--- config.mk ---
export PLATFORM = sky130hd
export DESIGN_NAME = bcd_byte_alu
export DESIGN_NICKNAME = d
export VERILOG_FILES = /design/src/rtl/bcd_alu_pkg.sv /design/src/rtl/bcd_digit_cell.sv /design/src/rtl/bcd_digit_chain.sv /design/src/rtl/bcd_operand_sel.sv /design/src/rtl/bcd_flag_reg.sv /design/src/rtl/bcd_byte_alu.sv
export SDC_FILE = /design/constraint.sdc
export NUM_CORES = 1
export LEC_CHECK = 0
export CAP_MARGIN = 30
export CORE_AREA = 2 2 69 71
export CTS_CLUSTER_SIZE = 28
export DETAILED_ROUTE_END_ITERATION = 12
export DIE_AREA = 0 0 71 73
export GPL_TIMING_DRIVEN = 0
export SLEW_MARGIN = 20
export SYNTH_ARGS = -nofsm -noshare
export SYNTH_HDL_FRONTEND = slang
export SYNTH_SLANG_ARGS = --single-unit
--- constraint.sdc ---
create_clock -name clk -period 6.7 [get_ports clk]
set_input_delay 0.67 -clock clk [delete_from_list [all_inputs] [get_ports clk]]
set_output_delay 0.67 -clock clk [all_outputs]
set_load 0.1 [all_outputs]
--- src/rtl/bcd_alu_pkg.sv ---
package bcd_alu_pkg;
  localparam int DIGIT_W = 4;

  typedef enum logic [1:0] {
    BCD_ADD = 2'b00,
    BCD_SUB = 2'b01,
    BCD_NEG = 2'b10,
    BCD_RSV = 2'b11
  } bcd_op_e;
endpackage

--- src/rtl/bcd_digit_cell.sv ---
module bcd_digit_cell
  import bcd_alu_pkg::*;
(
  input  logic [DIGIT_W-1:0] a_i,
  input  logic [DIGIT_W-1:0] b_i,
  input  logic               cin_i,
  input  logic               sub_i,
  output logic [DIGIT_W-1:0] r_o,
  output logic               cout_o
);
  logic [DIGIT_W:0] sum_w;
  logic [DIGIT_W:0] dif_w;
  logic             add_adj;
  logic             sub_bor;

  always_comb begin
    sum_w   = {1'b0, a_i} + {1'b0, b_i} + {{DIGIT_W{1'b0}}, cin_i};
    dif_w   = {1'b0, a_i} - {1'b0, b_i} - {{DIGIT_W{1'b0}}, cin_i};
    add_adj = (sum_w > (DIGIT_W+1)'(9));
    sub_bor = dif_w[DIGIT_W];
    if (sub_i) begin
      // negative difference: +10 mod 16 is the same as -6 on the low nibble
      r_o    = sub_bor ? (dif_w[DIGIT_W-1:0] - DIGIT_W'(6)) : dif_w[DIGIT_W-1:0];
      cout_o = sub_bor;
    end else begin
      r_o    = add_adj ? (sum_w[DIGIT_W-1:0] + DIGIT_W'(6)) : sum_w[DIGIT_W-1:0];
      cout_o = add_adj;
    end
  end

  // valid decimal digits in give a valid decimal digit out
  always_comb begin
    if (a_i < DIGIT_W'(10) && b_i < DIGIT_W'(10)) begin
      assert_digit_range_R1: assert (r_o < DIGIT_W'(10))
        else $error("digit out of range");
    end
  end
endmodule

--- src/rtl/bcd_digit_chain.sv ---
module bcd_digit_chain
  import bcd_alu_pkg::*;
#(
  parameter int DIGITS = 2,
  localparam int W = DIGITS * DIGIT_W
) (
  input  logic [W-1:0] a_i,
  input  logic [W-1:0] b_i,
  input  logic         cin_i,
  input  logic         sub_i,
  output logic [W-1:0] r_o,
  output logic         cout_o
);
  logic [DIGITS:0] carry;

  assign carry[0] = cin_i;

  for (genvar g = 0; g < DIGITS; g++) begin : g_digit
    bcd_digit_cell u_cell (
      .a_i   (a_i[g*DIGIT_W +: DIGIT_W]),
      .b_i   (b_i[g*DIGIT_W +: DIGIT_W]),
      .cin_i (carry[g]),
      .sub_i (sub_i),
      .r_o   (r_o[g*DIGIT_W +: DIGIT_W]),
      .cout_o(carry[g+1])
    );
  end

  assign cout_o = carry[DIGITS];
endmodule

--- src/rtl/bcd_operand_sel.sv ---
module bcd_operand_sel
  import bcd_alu_pkg::*;
#(
  parameter int W = 8
) (
  input  logic [1:0]   op_i,
  input  logic [W-1:0] src_i,
  input  logic [W-1:0] dst_i,
  output logic [W-1:0] a_o,
  output logic [W-1:0] b_o,
  output logic         sub_o,
  output logic         legal_o
);
  bcd_op_e op_e;

  always_comb begin
    op_e    = bcd_op_e'(op_i);
    a_o     = dst_i;
    b_o     = src_i;
    sub_o   = 1'b0;
    legal_o = 1'b1;
    unique case (op_e)
      BCD_ADD: ;
      BCD_SUB: sub_o = 1'b1;
      BCD_NEG: begin
        a_o   = '0;
        b_o   = dst_i;
        sub_o = 1'b1;
      end
      BCD_RSV: legal_o = 1'b0;
      default: legal_o = 1'b0;
    endcase
  end
endmodule

--- src/rtl/bcd_flag_reg.sv ---
module bcd_flag_reg #(
  parameter int W = 8
) (
  input  logic         clk,
  input  logic         rst,
  input  logic         en_i,
  input  logic         legal_i,
  input  logic [W-1:0] r_i,
  input  logic         cout_i,
  input  logic         z_i,
  output logic [W-1:0] res_q,
  output logic         x_q,
  output logic         c_q,
  output logic         z_q
);
  logic commit;
  assign commit = en_i & legal_i;

  always_ff @(posedge clk) begin
    if (rst) begin
      res_q <= '0;
      x_q   <= 1'b0;
      c_q   <= 1'b0;
      z_q   <= 1'b0;
    end else if (commit) begin
      res_q <= r_i;
      x_q   <= cout_i;
      c_q   <= cout_i;
      z_q   <= (r_i == '0) ? z_i : 1'b0;
    end
  end

  assert_reset_clear_R9: assert property (@(posedge clk)
    rst |=> (res_q == '0 && !x_q && !c_q && !z_q));

  assert_hold_idle_R6: assert property (@(posedge clk) disable iff (rst)
    !en_i |=> ($stable(res_q) && $stable(x_q) && $stable(c_q) && $stable(z_q)));

  assert_reserved_noop_R7: assert property (@(posedge clk) disable iff (rst)
    (en_i && !legal_i) |=> ($stable(res_q) && $stable(z_q) && $stable(x_q)));

  assert_zero_never_raised_R5: assert property (@(posedge clk) disable iff (rst)
    (commit && !z_i) |=> !z_q);

  assert_zero_cleared_R5: assert property (@(posedge clk) disable iff (rst)
    commit |=> (res_q == '0 || !z_q));

  assert_flags_agree_R4: assert property (@(posedge clk) disable iff (rst)
    commit |=> (x_q == c_q));
endmodule

--- src/rtl/bcd_byte_alu.sv ---
module bcd_byte_alu
  import bcd_alu_pkg::*;
#(
  parameter int DIGITS = 2,
  localparam int W = DIGITS * DIGIT_W
) (
  input  logic         clk,
  input  logic         rst,
  input  logic         en,
  input  logic [1:0]   op,
  input  logic [W-1:0] src,
  input  logic [W-1:0] dst,
  input  logic         x_in,
  input  logic         z_in,
  output logic [W-1:0] res,
  output logic         x_out,
  output logic         c_out,
  output logic         z_out
);
  logic [W-1:0] opa, opb, sum;
  logic         is_sub, legal, cy;

  bcd_operand_sel #(.W(W)) u_sel (
    .op_i   (op),
    .src_i  (src),
    .dst_i  (dst),
    .a_o    (opa),
    .b_o    (opb),
    .sub_o  (is_sub),
    .legal_o(legal)
  );

  bcd_digit_chain #(.DIGITS(DIGITS)) u_chain (
    .a_i   (opa),
    .b_i   (opb),
    .cin_i (x_in),
    .sub_i (is_sub),
    .r_o   (sum),
    .cout_o(cy)
  );

  bcd_flag_reg #(.W(W)) u_reg (
    .clk    (clk),
    .rst    (rst),
    .en_i   (en),
    .legal_i(legal),
    .r_i    (sum),
    .cout_i (cy),
    .z_i    (z_in),
    .res_q  (res),
    .x_q    (x_out),
    .c_q    (c_out),
    .z_q    (z_out)
  );
endmodule

==> summary.txt <==
Die
  – Io pins: 34
  – FP Rows: 25
  – Die area: 5180 um^2
  – Die W: 71 um
  – Initial Util: 37.4%
  – Total core area: 4540 um^2
  – Die Y: 73 um

Global route
  – GRT overflow: 0
  – GRT busiest layer: met2
  – Met1 usage: 20.1%
  – Initial antenna violation count: 0
  – First-pass GRT wire length: 6270 um
  – Largest net degree at the start of global routing: 11
  – GRT Util Overall: 14.6%
  – Vias in the first global route: 1446
  – M3 GR Usage: 1.38%
  – GR Layer Usage met2: 24.6%

Clocking
  – CTS tree: yes
  – Skew-Pair Late Insertion Delay: 230 ps
  – H-Tree Level Count: 1
  – Clock buffer depth: 2
  – CTS root buf: clkbuf_8
  – Clk slew on worst S/H paths: 40 ps
  – Post-CTS Setup Bufs: 0
  – Hold buffer count at CTS: 0
  – CTS sink count: 10
  – Cts bufs inserted: 3
  – CTS-repair resized insts: 0

Drt
  – Routed WL: 3520 um
  – DRT antenna net count: 0
  – Via/cell ratio: 5.07
  – # DRC: 0
  – First-pass detailed-route iteration total: 4
  – Vias post-DR: 1505
  – DR iter-0 viols: 28
  – WL/cell: 11.8 um

Pwr
  – Clock power share: 12.0%
  – VDD IR max: 0.0696 mV
  – LEAKAGE: 0.934 nW
  – Comb power frac: 73.7%
  – Internal Power: 0.259 mW
  – Power share of the sequential group: 14.4%
  – Switch Pwr: 0.242 mW
  – PwrDens: 233 nW/um^2
  – Sw frac: 48.3%
  – Tot Pwr: 0.501 mW

Timing
  – Fmax: 159 MHz
  – Clk_skew: 0 ps
  – Final setup TNS: 0 ps
  – Post-route clock period utilization: 94.0%
  – Post-layout min period: 6300 ps
  – Finish-stage setup viols: 0
  – Slew at the pin with the worst max-slew slack: 966 ps
  – Relative slew slack: 35.4%
  – Final hold violation count: 0
  – Max Transition Viols Final: 0

Setup path
  – CP Launch Type: input pin
  – CP arrival: 6450 ps
  – Slowest-stage cell, CP: clkdlybuf4s50_1
  – Crit path required time: 6850 ps
  – Worst Setup End Kind: flip-flop
  – Worst r2r src: u_reg.res_q[3]
  – Crit path buffers/inverters: 6
  – Worst Path Max Fanout: 10
  – Crit path max-delay family: adder cells
  – CP startpoint: op[0]
  – Kind of critical path: in -> reg
  – Largest stage delay, worst path: 480 ps

Synth
  – Top cells by area, synth: ha_1, dfxtp_1, fa_1, inv_1, mux2_2
  – Seq/Total Area, Yosys: 11.8%
  – Ys async rst share: 0%
  – Yosys top cell area share: 16.9%
  – Dominant synthesized flop cell: dfxtp_1
  – Flops & latches, synth: 10
  – Synth warnings: 0
  – Post-synth cell types: 48
  – Syn_area_per_cell: 8.20 um^2
  – Synthesized instance count: 207
  – Post-synth EDFFs: 0
  – Syn nets: 259
  – Leading area contributor after synthesis: ha_1
  – Netlist Area Pre-Place: 1700 um^2

Run status
  – Status: finished, final reports clean

Worst hold path
  – Worst Min Path Start: u_reg.res_q[2]
  – HP Class: reg -> reg

Placement
  – IO buf count: 33
  – GPL Wtd Cong: 0.806
  – Post-DP HPWL: 3000 um
  – Post-Place Cell Area: 2100 um^2

Layout
  – Diodes inserted: 0
  – Area grow syn2layout: 26.5%
  – Reg area: 200 um^2
  – Design area: 2150 um^2
  – Fillers: 436
  – Nets@finish: 297
  – Ratio of cells with drive above 1 in the final layout: 9.47%
  – Multi-input logic area: 1380 um^2

Run
  – Max cap viols: 0
==> cells by family (layout without fill, tap and decap cells) <==
family | Yosys count | in the layout | synth area share (%)
simple gates | 60 | 60 | 18.7
compound gates | 48 | 48 | 20.6
buf+inv | 32 | 68 | 7.81
fa+ha+maj | 29 | 29 | 24.0
xor+xnor | 14 | 14 | 8.03
mux | 14 | 14 | 9.06
flops | 10 | 10 | 11.8
==> state kept, by name, summed over array words and instances (netlist names) <==
signal,cells
u_reg.res_q,8
u_reg.c_q,1
u_reg.z_q,1
==> worst min-delay path: stages (launching register included) <==
cell	delay, ps
dfxtp_1	300
nand2_1	50
a21oi_1	50
==> cells in the final DEF (no fill, tap or decap), drive strengths merged, types with 2 or more instances in the layout <==
master	n
a21oi	10
nor4	2
xnor2	9
buf	3
nor2b	10
nand3	2
mux2i	6
o21ai	11
mux2	8
dfxtp	10
o311ai	2
a211oi	6
nand3b	3
fa	6
a21o	2
ha	23
clkbuf	9
nor2	13
nor3	4
inv	23
a211o	2
and2	2
a21boi	2
clkdlybuf4s50	33
nand2	10
xor2	4
o2bb2ai	2
nand2b	9
or3	2
==> layout make-up <==
class,count,area share (%)
sequential,10,9.32
timing repair buffer,33,15.4
buffer,9,2.15
multi-input combinational,165,64.1
inverter,23,4.02
clock buffer,3,1.92
tap,54,3.15
==> through the flow <==
step                hold WS, ps  setup slack [ps]  util, %  std cells
finish                      449               399     47.4        297
floorplan                   872              1030        -        207
detailed placement          448              -129     46.2        294
global route                468             -21.5     47.4        297
global placement            444             -46.4     46.2        294
CTS                         454               124     47.1        297
==> Yosys cell counts, types with 2 or more instances <==
cell type	count
a21boi_0	2
nand2b_1	9
dfxtp_1	10
fa_1	6
nor3_1	4
nor4_1	2
mux2_2	7
nand2_1	10
nand3b_1	3
clkbuf_1	6
and2_1	2
o311ai_0	2
ha_1	23
or3_1	2
a211oi_1	6
nand3_1	2
xnor2_1	9
mux2i_1	6
xor2_1	4
nor2b_1	10
inv_1	22
a21o_1	2
a21oi_1	10
o21ai_0	11
nor2_1	13
o2bb2ai_1	2
==> per-layer routing <==
metal / routed length [um] / up-vias / share of wire, %
li1: - / 798 / -
met1: 1790 / 669 / 51
met2: 1570 / 34 / 45
met3: 126 / 4 / 3.6
met4: 31 / 0 / 0.88
met5: 0 / - / 0
==> power groups by stage <==
stage / sequential (mW) / combinational, mW / clock [mW]
final: 0.0719 / 0.369 / 0.0601
after CTS: 0.0722 / 0.368 / 0.0612
after global routing: 0.0730 / 0.412 / 0.0642
after floorplan: 0.132 / 0.228 / 0
after global placement: 0.0731 / 0.364 / 0
after detailed placement: 0.0733 / 0.366 / 0
==> final timing paths <==
check	cells after the start	slack (ps)	to
hold reg to reg	2	450	u_reg.res_q[2]
setup reg to reg	3	6010	u_reg.res_q[3]
setup / recovery	26	400	u_reg.z_q
hold / removal	2	450	u_reg.res_q[2]
No activity file was read; power rests on OpenSTA's default activity.
